### src/rtl/rtc_cal_pkg.sv
package rtc_cal_pkg;

  typedef enum logic {
    CAL_SPEEDUP  = 1'b0,
    CAL_SLOWDOWN = 1'b1
  } cal_dir_e;

  // Reload value for one second: nominal, two ticks shorter, or one tick longer.
  function automatic int unsigned sec_load(input bit corr, input cal_dir_e dir,
                                           input int unsigned base);
    if (!corr) return base;
    if (dir == CAL_SLOWDOWN) return base + 1;
    return base - 2;
  endfunction

  // A minute of the cycle is corrected when its index is below twice the step count.
  function automatic bit minute_hit(input int unsigned minute, input int unsigned steps);
    return minute < 2 * steps;
  endfunction

endpackage

### src/rtl/rtc_apre_div.sv
module rtc_apre_div #(
  parameter int W       = 7,
  parameter int CAL_BIT = 5
) (
  input  logic         clk_i,
  input  logic         rst_i,
  input  logic [W-1:0] reload_i,
  output logic         wrap_o,
  output logic         tick_o,
  output logic         cal_o
);
  logic [W-1:0] phase_q;

  assign wrap_o = (phase_q >= reload_i);

  always_ff @(posedge clk_i) begin
    if (rst_i) begin
      phase_q <= '0;
      tick_o  <= 1'b0;
      cal_o   <= 1'b0;
    end else begin
      phase_q <= wrap_o ? '0 : phase_q + W'(1);
      tick_o  <= wrap_o;
      cal_o   <= phase_q[CAL_BIT];
    end
  end
endmodule

### src/rtl/rtc_spre_div.sv
module rtc_spre_div #(
  parameter int W = 8
) (
  input  logic       clk_i,
  input  logic       rst_i,
  input  logic       step_i,
  input  logic [W:0] load_i,
  output logic       wrap_o,
  output logic       tick_o
);
  logic [W:0] left_q;

  assign wrap_o = step_i && (left_q == '0);

  always_ff @(posedge clk_i) begin
    if (rst_i) begin
      left_q <= load_i;
      tick_o <= 1'b0;
    end else begin
      if (step_i) left_q <= (left_q == '0) ? load_i : left_q - (W+1)'(1);
      tick_o <= wrap_o;
    end
  end
endmodule

### src/rtl/rtc_cal_tracker.sv
module rtc_cal_tracker
  import rtc_cal_pkg::*;
#(
  parameter int SEC_PER_MIN   = 60,
  parameter int MIN_PER_CYCLE = 64,
  parameter int DC_W          = 5,
  parameter int SPRE_W        = 8
) (
  input  logic              clk_i,
  input  logic              rst_i,
  input  logic              adv_i,
  input  logic [DC_W-1:0]   steps_i,
  input  logic              slow_i,
  input  logic [SPRE_W-1:0] reload_i,
  output logic [SPRE_W:0]   load_o
);
  localparam int SEC_W = $clog2(SEC_PER_MIN);
  localparam int MIN_W = $clog2(MIN_PER_CYCLE);
  localparam int LD_W  = SPRE_W + 1;

  logic [SEC_W-1:0] sec_q;
  logic [MIN_W-1:0] min_q, nxt_min;
  logic [DC_W-1:0]  steps_q, steps_eff;
  cal_dir_e         dir_q, dir_eff;
  logic             last_sec, last_min, cyc_end, corr;

  always_comb begin
    last_sec  = (sec_q == SEC_W'(SEC_PER_MIN - 1));
    last_min  = (min_q == MIN_W'(MIN_PER_CYCLE - 1));
    cyc_end   = last_sec && last_min;
    nxt_min   = last_min ? '0 : min_q + MIN_W'(1);
    steps_eff = (rst_i || cyc_end) ? steps_i : steps_q;
    dir_eff   = (rst_i || cyc_end) ? cal_dir_e'(slow_i) : dir_q;
    if (rst_i) corr = minute_hit(0, int'(steps_eff));
    else       corr = last_sec && minute_hit(int'(nxt_min), int'(steps_eff));
    load_o    = LD_W'(sec_load(corr, dir_eff, int'(reload_i)));
  end

  always_ff @(posedge clk_i) begin
    if (rst_i) begin
      sec_q   <= '0;
      min_q   <= '0;
      steps_q <= steps_i;
      dir_q   <= cal_dir_e'(slow_i);
    end else if (adv_i) begin
      sec_q <= last_sec ? '0 : sec_q + SEC_W'(1);
      if (last_sec) min_q <= nxt_min;
      if (cyc_end) begin
        steps_q <= steps_i;
        dir_q   <= cal_dir_e'(slow_i);
      end
    end
  end
endmodule

### src/rtl/rtc_coarse_cal.sv
module rtc_coarse_cal #(
  parameter int APRE_W        = 7,
  parameter int SPRE_W        = 8,
  parameter int SEC_PER_MIN   = 60,
  parameter int MIN_PER_CYCLE = 64,
  parameter int DC_W          = 5,
  parameter int CAL_BIT       = 5
) (
  input  logic              clk_i,
  input  logic              rst_i,
  input  logic [APRE_W-1:0] apre_reload_i,
  input  logic [SPRE_W-1:0] spre_reload_i,
  input  logic [DC_W-1:0]   cal_steps_i,
  input  logic              cal_slow_i,
  output logic              apre_tick_o,
  output logic              sec_tick_o,
  output logic              cal_clk_o
);
  logic            apre_wrap, sec_wrap;
  logic [SPRE_W:0] sec_load;

  rtc_apre_div #(.W(APRE_W), .CAL_BIT(CAL_BIT)) u_apre (
    .clk_i(clk_i), .rst_i(rst_i), .reload_i(apre_reload_i),
    .wrap_o(apre_wrap), .tick_o(apre_tick_o), .cal_o(cal_clk_o)
  );

  rtc_spre_div #(.W(SPRE_W)) u_spre (
    .clk_i(clk_i), .rst_i(rst_i), .step_i(apre_wrap), .load_i(sec_load),
    .wrap_o(sec_wrap), .tick_o(sec_tick_o)
  );

  rtc_cal_tracker #(
    .SEC_PER_MIN(SEC_PER_MIN), .MIN_PER_CYCLE(MIN_PER_CYCLE),
    .DC_W(DC_W), .SPRE_W(SPRE_W)
  ) u_track (
    .clk_i(clk_i), .rst_i(rst_i), .adv_i(sec_wrap), .steps_i(cal_steps_i),
    .slow_i(cal_slow_i), .reload_i(spre_reload_i), .load_o(sec_load)
  );
endmodule

### config.mk
export PLATFORM = sky130hd
export DESIGN_NAME = rtc_coarse_cal
export DESIGN_NICKNAME = d
export VERILOG_FILES = /design/src/rtl/rtc_cal_pkg.sv /design/src/rtl/rtc_apre_div.sv /design/src/rtl/rtc_spre_div.sv /design/src/rtl/rtc_cal_tracker.sv /design/src/rtl/rtc_coarse_cal.sv
export SDC_FILE = /design/constraint.sdc
export NUM_CORES = 1
export LEC_CHECK = 0
export ABC_AREA = 1
export BUFFER_PORTS_ARGS = -buffer_cell sky130_fd_sc_hd__buf_2
export CORE_ASPECT_RATIO = 1.75
export CORE_MARGIN = 4
export CORE_UTILIZATION = 25
export CTS_CLUSTER_SIZE = 8
export DETAILED_ROUTE_END_ITERATION = 8
export PLACE_DENSITY = 0.39
export SYNTH_ARGS = -nofsm -noshare
export SYNTH_HDL_FRONTEND = slang
export SYNTH_SLANG_ARGS = --single-unit
### constraint.sdc
create_clock -name clk_i -period 3 [get_ports clk_i]
set_clock_uncertainty 0.2 [all_clocks]
set_input_delay 0.45 -clock clk_i [delete_from_list [all_inputs] [get_ports clk_i]]
set_output_delay 0.45 -clock clk_i [all_outputs]
set_load 0.01 [all_outputs]
==> impl_metrics.env, run 1 <==
export IMPL_nNetsFinal=442
export IMPL_cellLeakagePower_nw=1.51
export IMPL_port_buffers=25
export IMPL_yosys_warnings=0
export IMPL_cp_max_fo=6
export IMPL_gp_congestion=0.792
export IMPL_fillers=1161
export IMPL_diodes=0
export IMPL_path_class="reg -> reg"
export IMPL_rr_endpoint="u_spre.left_q[1]"
export IMPL_yosysUniqueCellTypes=34
export IMPL_final_hold_viol_count=0
export IMPL_die_y_um=144
export IMPL_rows=49
export IMPL_cts_buffer_depth=2
export IMPL_drc_errors=0
export IMPL_fin_area_mm2=0.00318
export IMPL_dieArea_mm2=0.0124
export IMPL_io_pins=26
export IMPL_drv_slew=0
export IMPL_avgSynthCellArea_um2=7.36
export IMPL_power_total_mw=1.33
export IMPL_core_mm2=0.0103
export IMPL_clock_fmax_ghz=0.357
export IMPL_drt_pre_antenna_iters=4
export IMPL_r2r_start="u_track.min_q[1]"
export IMPL_startpoint_type="flip-flop"
export IMPL_viasPerCell=4.33
export IMPL_holdPathEnd="u_track.steps_q[4]"
export IMPL_period_share_pct=93.3
export IMPL_crit_path_end_kind="flip-flop"
export IMPL_ys_ff_latch=37
export IMPL_fin_crit_ns=2.80
export IMPL_slew_headroom_pct=76.4
export IMPL_synth_edff_count=15
export IMPL_worstHoldPathCells=1
export IMPL_synthToLayoutAreaGrowth_pct=20.1
export IMPL_start_util_pct=25.7
export IMPL_tightest_slew_ns=0.354
export IMPL_grt_first_pass_wirelength_mm=10.5
export IMPL_p_per_area_mw_per_mm2=418
export IMPL_fin_tns_setup_ns=0
export IMPL_cts_root_buf="clkbuf_16"
export IMPL_ir_drop_mv=0.217
export IMPL_drtIter0Drc=63
export IMPL_synth_seq_area_share_pct=33.6
export IMPL_grt_pass1_vias=2318
export IMPL_htree_levels=2
export IMPL_worstHoldStart="cal_steps_i[4]"
export IMPL_grtUsageTotal_pct=10.9
export IMPL_cts_reportedPaths_clkPinSlew_ns=0.06
export IMPL_seqCellArea_um2=893
export IMPL_setup_viol=0
export IMPL_synthCells=360
export IMPL_cts_tree="done"
export IMPL_die_x_um=85.8
export IMPL_wire_per_inst_um=11.7
export IMPL_multi_input_area_mm2=0.00156
export IMPL_hpwl_mm=4.91
export IMPL_rsz0062_at_grt="false"
export IMPL_syn_nets=401
export IMPL_hold_path_class="in -> reg"
export IMPL_vias=2288
export IMPL_clock_sinks=37
export IMPL_layout_common_cells="89 x nand2_1, 45 x inv_1, 34 x nor2_1"
export IMPL_wl_mm=6.21
export IMPL_clock_latency_ns=0.29
export IMPL_syn_area_mm2=0.00265
export IMPL_final_common_cell="nand2_1"
export IMPL_grt_max_degree=17
export IMPL_status="finished, final reports clean"
export IMPL_async_reset_ff_share_pct=0
export IMPL_cp_arrival_ns=2.64
export IMPL_overflow=0
export IMPL_cp_required_ns=2.84
export IMPL_ant_nets=0
export IMPL_rr_worst_depth=18
export IMPL_ys_flop_type="dfxtp_1"
export IMPL_drive_above_1_share_pct=19.4
export IMPL_placed_area_mm2=0.00299
export IMPL_cts_buffers=5
export IMPL_reg2reg_slack_ns=0.20
export IMPL_cts_hold_buf=0
export IMPL_antenna_found_initial=0
export IMPL_cap_violations=0
## final cells by class
type,instances,area share [%]
multi-input combinational,267,48.9
sequential,37,28.1
timing repair buffer,40,7.47
inverter,50,5.90
tap,127,5.00
clock buffer,8,4.60
## kinds of logic after synthesis
logic type	share of synthesized area (%)
AOI/OAI and AO/OA	5.72
DFF	33.6
buffers and inverters	8.50
and+or+nand+nor	34.7
xor gates and xnor gates	8.60
adders and majority gates	8.50
muxes	0.378
## metrics by stage
stage	setup slack (ns)	std cells	utilization, %	hold WS [ns]
after CTS	0.00743	527	30.5	0.150
after global placement	0.0962	519	29.1	0.268
after detailed placement	0.0311	519	29.1	0.271
after global routing	0.0107	529	30.9	0.148
final	0.201	529	30.9	0.155
after floorplan	0.229	360	-	0.241
## critical path, stage by stage (launching register included)
cell      delay (ns)
dfxtp_2         0.36
ha_4            0.15
nand3_2         0.11
nor2_4          0.18
nand2_4         0.08
buf_4           0.14
nand3_2         0.05
nand2_2         0.06
inv_1           0.05
ha_1            0.23
nand2_1         0.07
inv_1           0.04
nor4_2          0.27
nand2_2         0.10
nand2_4         0.11
buf_4           0.14
nand3b_1        0.07
nand3_1         0.09
nand2_1         0.05
## state kept, by name (all words and copies together) (netlist names)
signal,flops
u_apre.tick_o,1
u_track.dir_q,1
u_apre.phase_q,7
u_spre.left_q,9
u_apre.cal_o,1
u_track.sec_q,6
u_track.min_q,6
u_spre.tick_o,1
u_track.steps_q,5
## per-layer routing
layer / global-route usage, % / wire length, um / up-vias / part of all wire [%]
met2: 20.8 / 3360 / 26 / 54
met1: 11.4 / 2540 / 1012 / 41
li1: - / - / 1242 / -
met5: 0 / 0 / - / 0
met3: 1.54 / 160 / 8 / 2.6
met4: 5.25 / 148 / 0 / 2.4
## cells in the mapped netlist, types with 5 or more instances
master | n | area (um^2)
xor2_1 | 22 | 193
dfxtp_1 | 22 | 440
nand2_1 | 89 | 334
nand4_1 | 5 | 31.3
nor2_1 | 34 | 128
nand2_2 | 6 | 37.5
o21ai_0 | 10 | 50.1
inv_1 | 45 | 169
nand3_1 | 33 | 165
nand2_4 | 5 | 56.3
edfxtp_1 | 15 | 450
a21oi_1 | 12 | 60.1
ha_1 | 18 | 225
o21ai_1 | 5 | 25.0
## report_power, final
| part | total [mW] | internal (mW) | switching [mW] | leakage (nW) |
|---|---|---|---|---|
| sequential | 0.573 | 0.555 | 0.0187 | 0.327 |
| clock | 0.544 | 0.332 | 0.212 | 0.0712 |
| combinational | 0.211 | 0.0862 | 0.125 | 1.11 |
## worst max-delay path by stage
stage,from,end,slack (ns),cells past startpoint
floorplan,u_track.sec_q[0],u_spre.left_q[2],0.23,19
detailed placement,u_track.min_q[0],u_spre.left_q[2],0.03,19
global route,u_track.sec_q[1],u_spre.left_q[2],0.01,19
global placement,u_track.min_q[0],u_spre.left_q[5],0.1,19
CTS,u_track.min_q[0],u_spre.left_q[2],0.007,19
finish,u_track.min_q[1],u_spre.left_q[1],0.20,18
## what timing repair did
action | in CTS | in global routing
resized for setup | 0 | 6
setup buffers | 0 | 2
setup endpoints to repair | 0 | 9
No activity file was read; power rests on OpenSTA's default activity.
==> inputs of run 2 (changes only) <==
BUFFER_PORTS_ARGS = unset   (was -buffer_cell sky130_fd_sc_hd__buf_2)
DONT_BUFFER_PORTS = 1   (was unset)
PLACE_DENSITY = 0.37   (was 0.39)
SLEW_MARGIN = 20   (was unset)
clock period = 3.25 ns   (was 3 ns; I/O delays follow)
==> run 2 against run 1 <==
Cell count is 6.6% lower. Core utilization down 2.1 points. Count of clock-buffer cells in the layout is 2 lower. Sequential power decreased by 7.7%. Register-to-register slack gained 0.096 ns. Wire length is 0.19% higher. Power shrank 12%. First-iteration DRC count decreased by 11%.
==> impl_metrics.env, run 2 (synthesis results as in run 1) <==
export IMPL_status="finished, final reports clean"
export IMPL_cts_reportedPaths_clkPinSlew_ns=0.06
export IMPL_dieArea_mm2=0.0124
export IMPL_rows=49
export IMPL_cap_violations=0
export IMPL_hold_path_class="in -> reg"
export IMPL_fillers=1154
export IMPL_drive_above_1_share_pct=11.7
export IMPL_grt_first_pass_wirelength_mm=10.7
export IMPL_largestRegisters="u_spre.left_q x9, u_apre.phase_q x7"
export IMPL_crit_path_frequent_cell="nand2_4"
export IMPL_path_class="reg -> reg"
export IMPL_start_util_pct=25.7
export IMPL_cp_required_ns=3.09
export IMPL_p_per_area_mw_per_mm2=394
export IMPL_clock_fmax_ghz=0.339
export IMPL_rr_worst_depth=19
export IMPL_cp_max_fo=9
export IMPL_multi_input_area_mm2=0.00155
export IMPL_cp_arrival_ns=2.80
export IMPL_largest_reg_flops=9
export IMPL_startpoint_type="flip-flop"
export IMPL_period_share_pct=90.8
export IMPL_cpPeakStageDelay_ns=0.35
export IMPL_hpwl_mm=5.07
export IMPL_die_y_um=144
export IMPL_seqCellArea_um2=892
export IMPL_layout_common_cells="89 x nand2_1, 45 x inv_1, 34 x nor2_1"
export IMPL_clock_latency_ns=0.28
export IMPL_core_mm2=0.0103
export IMPL_port_buffers=0
export IMPL_ir_drop_mv=0.166
export IMPL_drt_pre_antenna_iters=4
export IMPL_crit_path_end="u_spre.left_q[2]"
export IMPL_drtIter0Drc=56
export IMPL_ant_nets=0
export IMPL_dp_cells=485
export IMPL_cts_buffer_depth=2
export IMPL_gp_congestion=0.797
export IMPL_reg2reg_slack_ns=0.30
export IMPL_slew_headroom_pct=74.2
export IMPL_critPathSlowestCell="dfxtp_1"
export IMPL_antenna_found_initial=0
export IMPL_overflow=0
export IMPL_clock_sinks=37
export IMPL_grtUsageTotal_pct=11.1
export IMPL_nNetsFinal=407
export IMPL_largest_register="u_spre.left_q"
export IMPL_fin_tns_setup_ns=0
export IMPL_fin_crit_ns=2.95
export IMPL_final_common_cell="nand2_1"
export IMPL_cts_root_buf="clkbuf_16"
export IMPL_cts_hold_buf=0
export IMPL_crit_start="u_track.min_q[1]"
export IMPL_grt_max_degree=17
export IMPL_wire_per_inst_um=12.6
export IMPL_worstHoldStart="rst_i"
export IMPL_wl_mm=6.22
export IMPL_grt_pass1_vias=2245
export IMPL_htree_levels=2
export IMPL_io_pins=26
export IMPL_die_x_um=85.8
export IMPL_vias=2179
export IMPL_synthToLayoutAreaGrowth_pct=11.8
export IMPL_finalNonFillerCells=494
export IMPL_rr_endpoint="u_spre.left_q[2]"
export IMPL_cts_tree="done"
export IMPL_cts_buffers=5
export IMPL_path_cells="ha_2, nand3_2, nor2_4, nand2_4, nand2_4, nand2_1, nand2_2, inv_1, ha_1, nand2_1, a21oi_1, nor4_2, nand2_2, nand2_4, nand2_4, nand2_2, nand3_1, nand2_1, inv_1"
export IMPL_cellLeakagePower_nw=1.35
export IMPL_drv_slew=0
export IMPL_setup_viol=0
export IMPL_crit_path_end_kind="flip-flop"
export IMPL_viasPerCell=4.41
export IMPL_final_hold_viol_count=0
export IMPL_diodes=0
export IMPL_r2r_start="u_track.min_q[1]"
export IMPL_drc_errors=0
export IMPL_tightest_slew_ns=0.386
run 2: cell type report:
class	instances	area share [%]
clock buffer	6	4.35
clock inverter	2	0.338
inverter	50	6.34
multi-input combinational	267	52.2
sequential	37	30.1
tap	127	5.37
timing repair buffer	5	1.27
run 2: routing by layer:
layer  GRT usage [%]  vias up  part of all wire (%)
met5               0        -                     0
met4            5.25        0                   2.3
met3            2.62        8                   3.6
met2            20.7       31                    55
met1            11.5      970                    39
li1                -     1170                     -
run 2: power by group:
| part | internal (mW) | switching [mW] |
|---|---|---|
| registers | 0.512 | 0.0169 |
| clock network | 0.282 | 0.190 |
| logic | 0.0658 | 0.101 |
| total | 0.860 | 0.308 |
run 2: repair_timing:
action,in CTS,in global routing
resized for setup,0,4
buffers inserted,0,1
endpoints found under the setup margin,0,7
run 2: how the worst min path moves through the flow:
stage                              to  slack (ns)  depth (start not counted)
floorplan           u_apre.phase_q[0]        0.24                          1
global placement    u_apre.phase_q[0]        0.27                          1
detailed placement  u_apre.phase_q[0]        0.27                          1
CTS                  u_track.sec_q[3]        0.05                          1
global route         u_track.sec_q[3]        0.05                          1
finish               u_track.sec_q[4]        0.07                          1
run 2: metrics by stage:
step	total power, mW	cell area (um^2)	hold slack [ns]	utilization, %	worst slack [ns]
floorplan	0.677	2650	0.241	-	0.479
global placement	0.712	2800	0.268	27.2	0.179
detailed placement	0.710	2800	0.268	27.2	0.164
CTS	1.20	2940	0.0537	28.5	0.146
global route	1.24	2960	0.0502	28.8	-0.0216
finish	1.17	2960	0.0657	28.8	0.298
run 2: worst max-delay path, delay by kind of cell, from the launching register on:
| kind | cells | cell delay [ns] |
|---|---|---|
| adders and majority gates | 2 | 0.50 |
| buffers and inverters | 2 | 0.08 |
| AOI/OAI and AO/OA | 1 | 0.05 |
| and+or+nand+nor | 14 | 1.53 |
| DFF | 1 | 0.35 |
==> inputs of run 3 (changes only) <==
CELL_PAD_IN_SITES_DETAIL_PLACEMENT = 1   (was unset)
CELL_PAD_IN_SITES_GLOBAL_PLACEMENT = 2   (was unset)
PLACE_DENSITY = 0.57   (was 0.37)
==> run 3 against run 2 <==
Power up 0.18%. Setup slack worse by 0.0058 ns. First-iteration DRC count up 7.1%. Worst hold slack better by 0.0089 ns. Combinational power up 2%. Cell count unchanged. Sequential share of layout area about the same. Maximum frequency down 0.20%. Clock power about the same.
==> impl_metrics.env, run 3 (synthesis results as in run 1) <==
export IMPL_rows=49
export IMPL_antenna_found_initial=0
export IMPL_synthToLayoutAreaGrowth_pct=11.7
export IMPL_startpoint_type="flip-flop"
export IMPL_layout_common_cells="89 x nand2_1, 45 x inv_1, 34 x nor2_1"
export IMPL_tightest_slew_ns=0.640
export IMPL_path_cells="ha_2, nand3_2, nor2_4, nand2_4, nand2_4, nand2_1, nand2_2, inv_1, ha_1, nand2_1, a21oi_1, nor4_2, nand2_2, nand2_4, nand2_4, nand2_1, nand2_1, nand2_1, nand2_1"
export IMPL_cap_violations=0
export IMPL_path_buf_inv=1
export IMPL_crit_path_frequent_cell="nand2_1"
export IMPL_final_common_cell="nand2_1"
export IMPL_start_util_pct=25.7
export IMPL_slew_headroom_pct=57.3
export IMPL_die_y_um=144
export IMPL_rsz0062_at_grt="false"
export IMPL_wl_mm=6.94
export IMPL_core_mm2=0.0103
export IMPL_cp_arrival_ns=2.80
export IMPL_reg2reg_slack_ns=0.29
export IMPL_status="finished, final reports clean"
export IMPL_r2r_start="u_track.min_q[1]"
export IMPL_path_class="reg -> reg"
export IMPL_largest_register="u_spre.left_q"
export IMPL_wire_per_inst_um=14.0
export IMPL_cts_root_buf="clkbuf_16"
export IMPL_setup_viol=0
export IMPL_nNetsFinal=407
export IMPL_ir_drop_mv=0.257
export IMPL_clock_fmax_ghz=0.338
export IMPL_drt_pre_antenna_iters=4
export IMPL_largestRegisters="u_spre.left_q x9, u_apre.phase_q x7"
export IMPL_die_x_um=85.8
export IMPL_largest_reg_flops=9
export IMPL_final_hold_viol_count=0
export IMPL_htree_levels=2
export IMPL_drv_slew=0
export IMPL_grtUsageTotal_pct=12.2
export IMPL_viasPerCell=4.56
export IMPL_ant_nets=0
export IMPL_cts_buffers=5
export IMPL_holdPathEnd="u_track.sec_q[4]"
export IMPL_clock_latency_ns=0.28
export IMPL_cp_max_fo=9
export IMPL_hold_path_class="in -> reg"
export IMPL_port_buffers=0
export IMPL_clock_sinks=37
export IMPL_cts_buffer_depth=2
export IMPL_cts_reportedPaths_clkPinSlew_ns=0.06
export IMPL_vias=2253
export IMPL_grt_max_degree=17
export IMPL_crit_path_end_kind="flip-flop"
export IMPL_diodes=0
export IMPL_io_pins=26
export IMPL_drc_errors=0
export IMPL_overflow=0
export IMPL_rr_worst_depth=19
export IMPL_drive_above_1_share_pct=11.2
export IMPL_finalWorstSetupSlack_ns=0.292
export IMPL_worstHoldStart="rst_i"
export IMPL_grt_first_pass_wirelength_mm=11.6
export IMPL_cpPeakStageDelay_ns=0.36
export IMPL_critPathSlowestCell="dfxtp_1"
export IMPL_cellLeakagePower_nw=1.35
export IMPL_period_share_pct=91.0
export IMPL_cp_required_ns=3.09
export IMPL_gp_congestion=0.743
export IMPL_utilization_pct=28.7
export IMPL_worstHoldPathCells=1
export IMPL_fin_tns_setup_ns=0
export IMPL_grt_pass1_vias=2417
export IMPL_dieArea_mm2=0.0124
export IMPL_p_per_area_mw_per_mm2=395
export IMPL_hpwl_mm=5.68
export IMPL_cts_tree="done"
export IMPL_drtIter0Drc=60
export IMPL_place_worst_setup_slack_ns=0.145
export IMPL_rr_endpoint="u_spre.left_q[5]"
export IMPL_crit_family="simple AND/OR/NAND/NOR gates"
export IMPL_fin_crit_ns=2.96
## run 3: cell types whose count changed in the layout (fill, tap and decap cells not counted)
cell,previous run,this run
clkinv_1,1,2
clkinv_2,2,0
clkbuf_1,1,2
## run 3: metal layers
metal / GRT usage, % / routed length (um) / up-vias
li1: - / - / 1163
met1: 12.0 / 2660 / 1052
met2: 24.0 / 3930 / 28
met3: 2.22 / 153 / 10
met4: 5.50 / 188 / 0
met5: 0 / 0 / -
## run 3: how the worst max path moves through the flow
| stage | start | slack, ns | cells after the start | end |
|---|---|---|---|---|
| floorplan | u_track.sec_q[0] | 0.48 | 19 | u_spre.left_q[2] |
| global placement | u_track.min_q[0] | 0.19 | 19 | u_spre.left_q[5] |
| detailed placement | u_track.min_q[0] | 0.14 | 19 | u_spre.left_q[5] |
| CTS | u_track.min_q[0] | 0.14 | 19 | u_spre.left_q[5] |
| global route | u_track.min_q[1] | 0.008 | 19 | u_spre.left_q[5] |
| finish | u_track.min_q[1] | 0.29 | 19 | u_spre.left_q[5] |
## run 3: stage by stage
stage	hold WS, ns	power, mW	instance area [um^2]	cells
final	0.0746	1.17	2960	494
after global routing	0.0582	1.25	2960	494
after CTS	0.0638	1.20	2940	493
after detailed placement	0.278	0.715	2800	485
after global placement	0.267	0.714	2800	485
after floorplan	0.241	0.677	2650	360
## run 3: timing repair
item                                    CTS  global route
setup buffers                             0             1
gates resized for setup                   0             4
endpoints found under the hold margin     0             0
endpoints found under the setup margin    0             8
hold buffers                              0             0
## run 3: layout make-up
type	instances	area, um^2
clock buffer	7	133
clock inverter	1	3.75
fill	1292	7340
inverter	50	188
multi-input combinational	267	1550
sequential	37	892
tap	127	159
timing repair buffer	5	37.5
## run 3: where the power goes
| group | leakage (nW) | switching, mW | internal (mW) |
|---|---|---|---|
| clock network | 0.0655 | 0.186 | 0.282 |
| registers | 0.327 | 0.0173 | 0.512 |
| logic | 0.955 | 0.105 | 0.0659 |
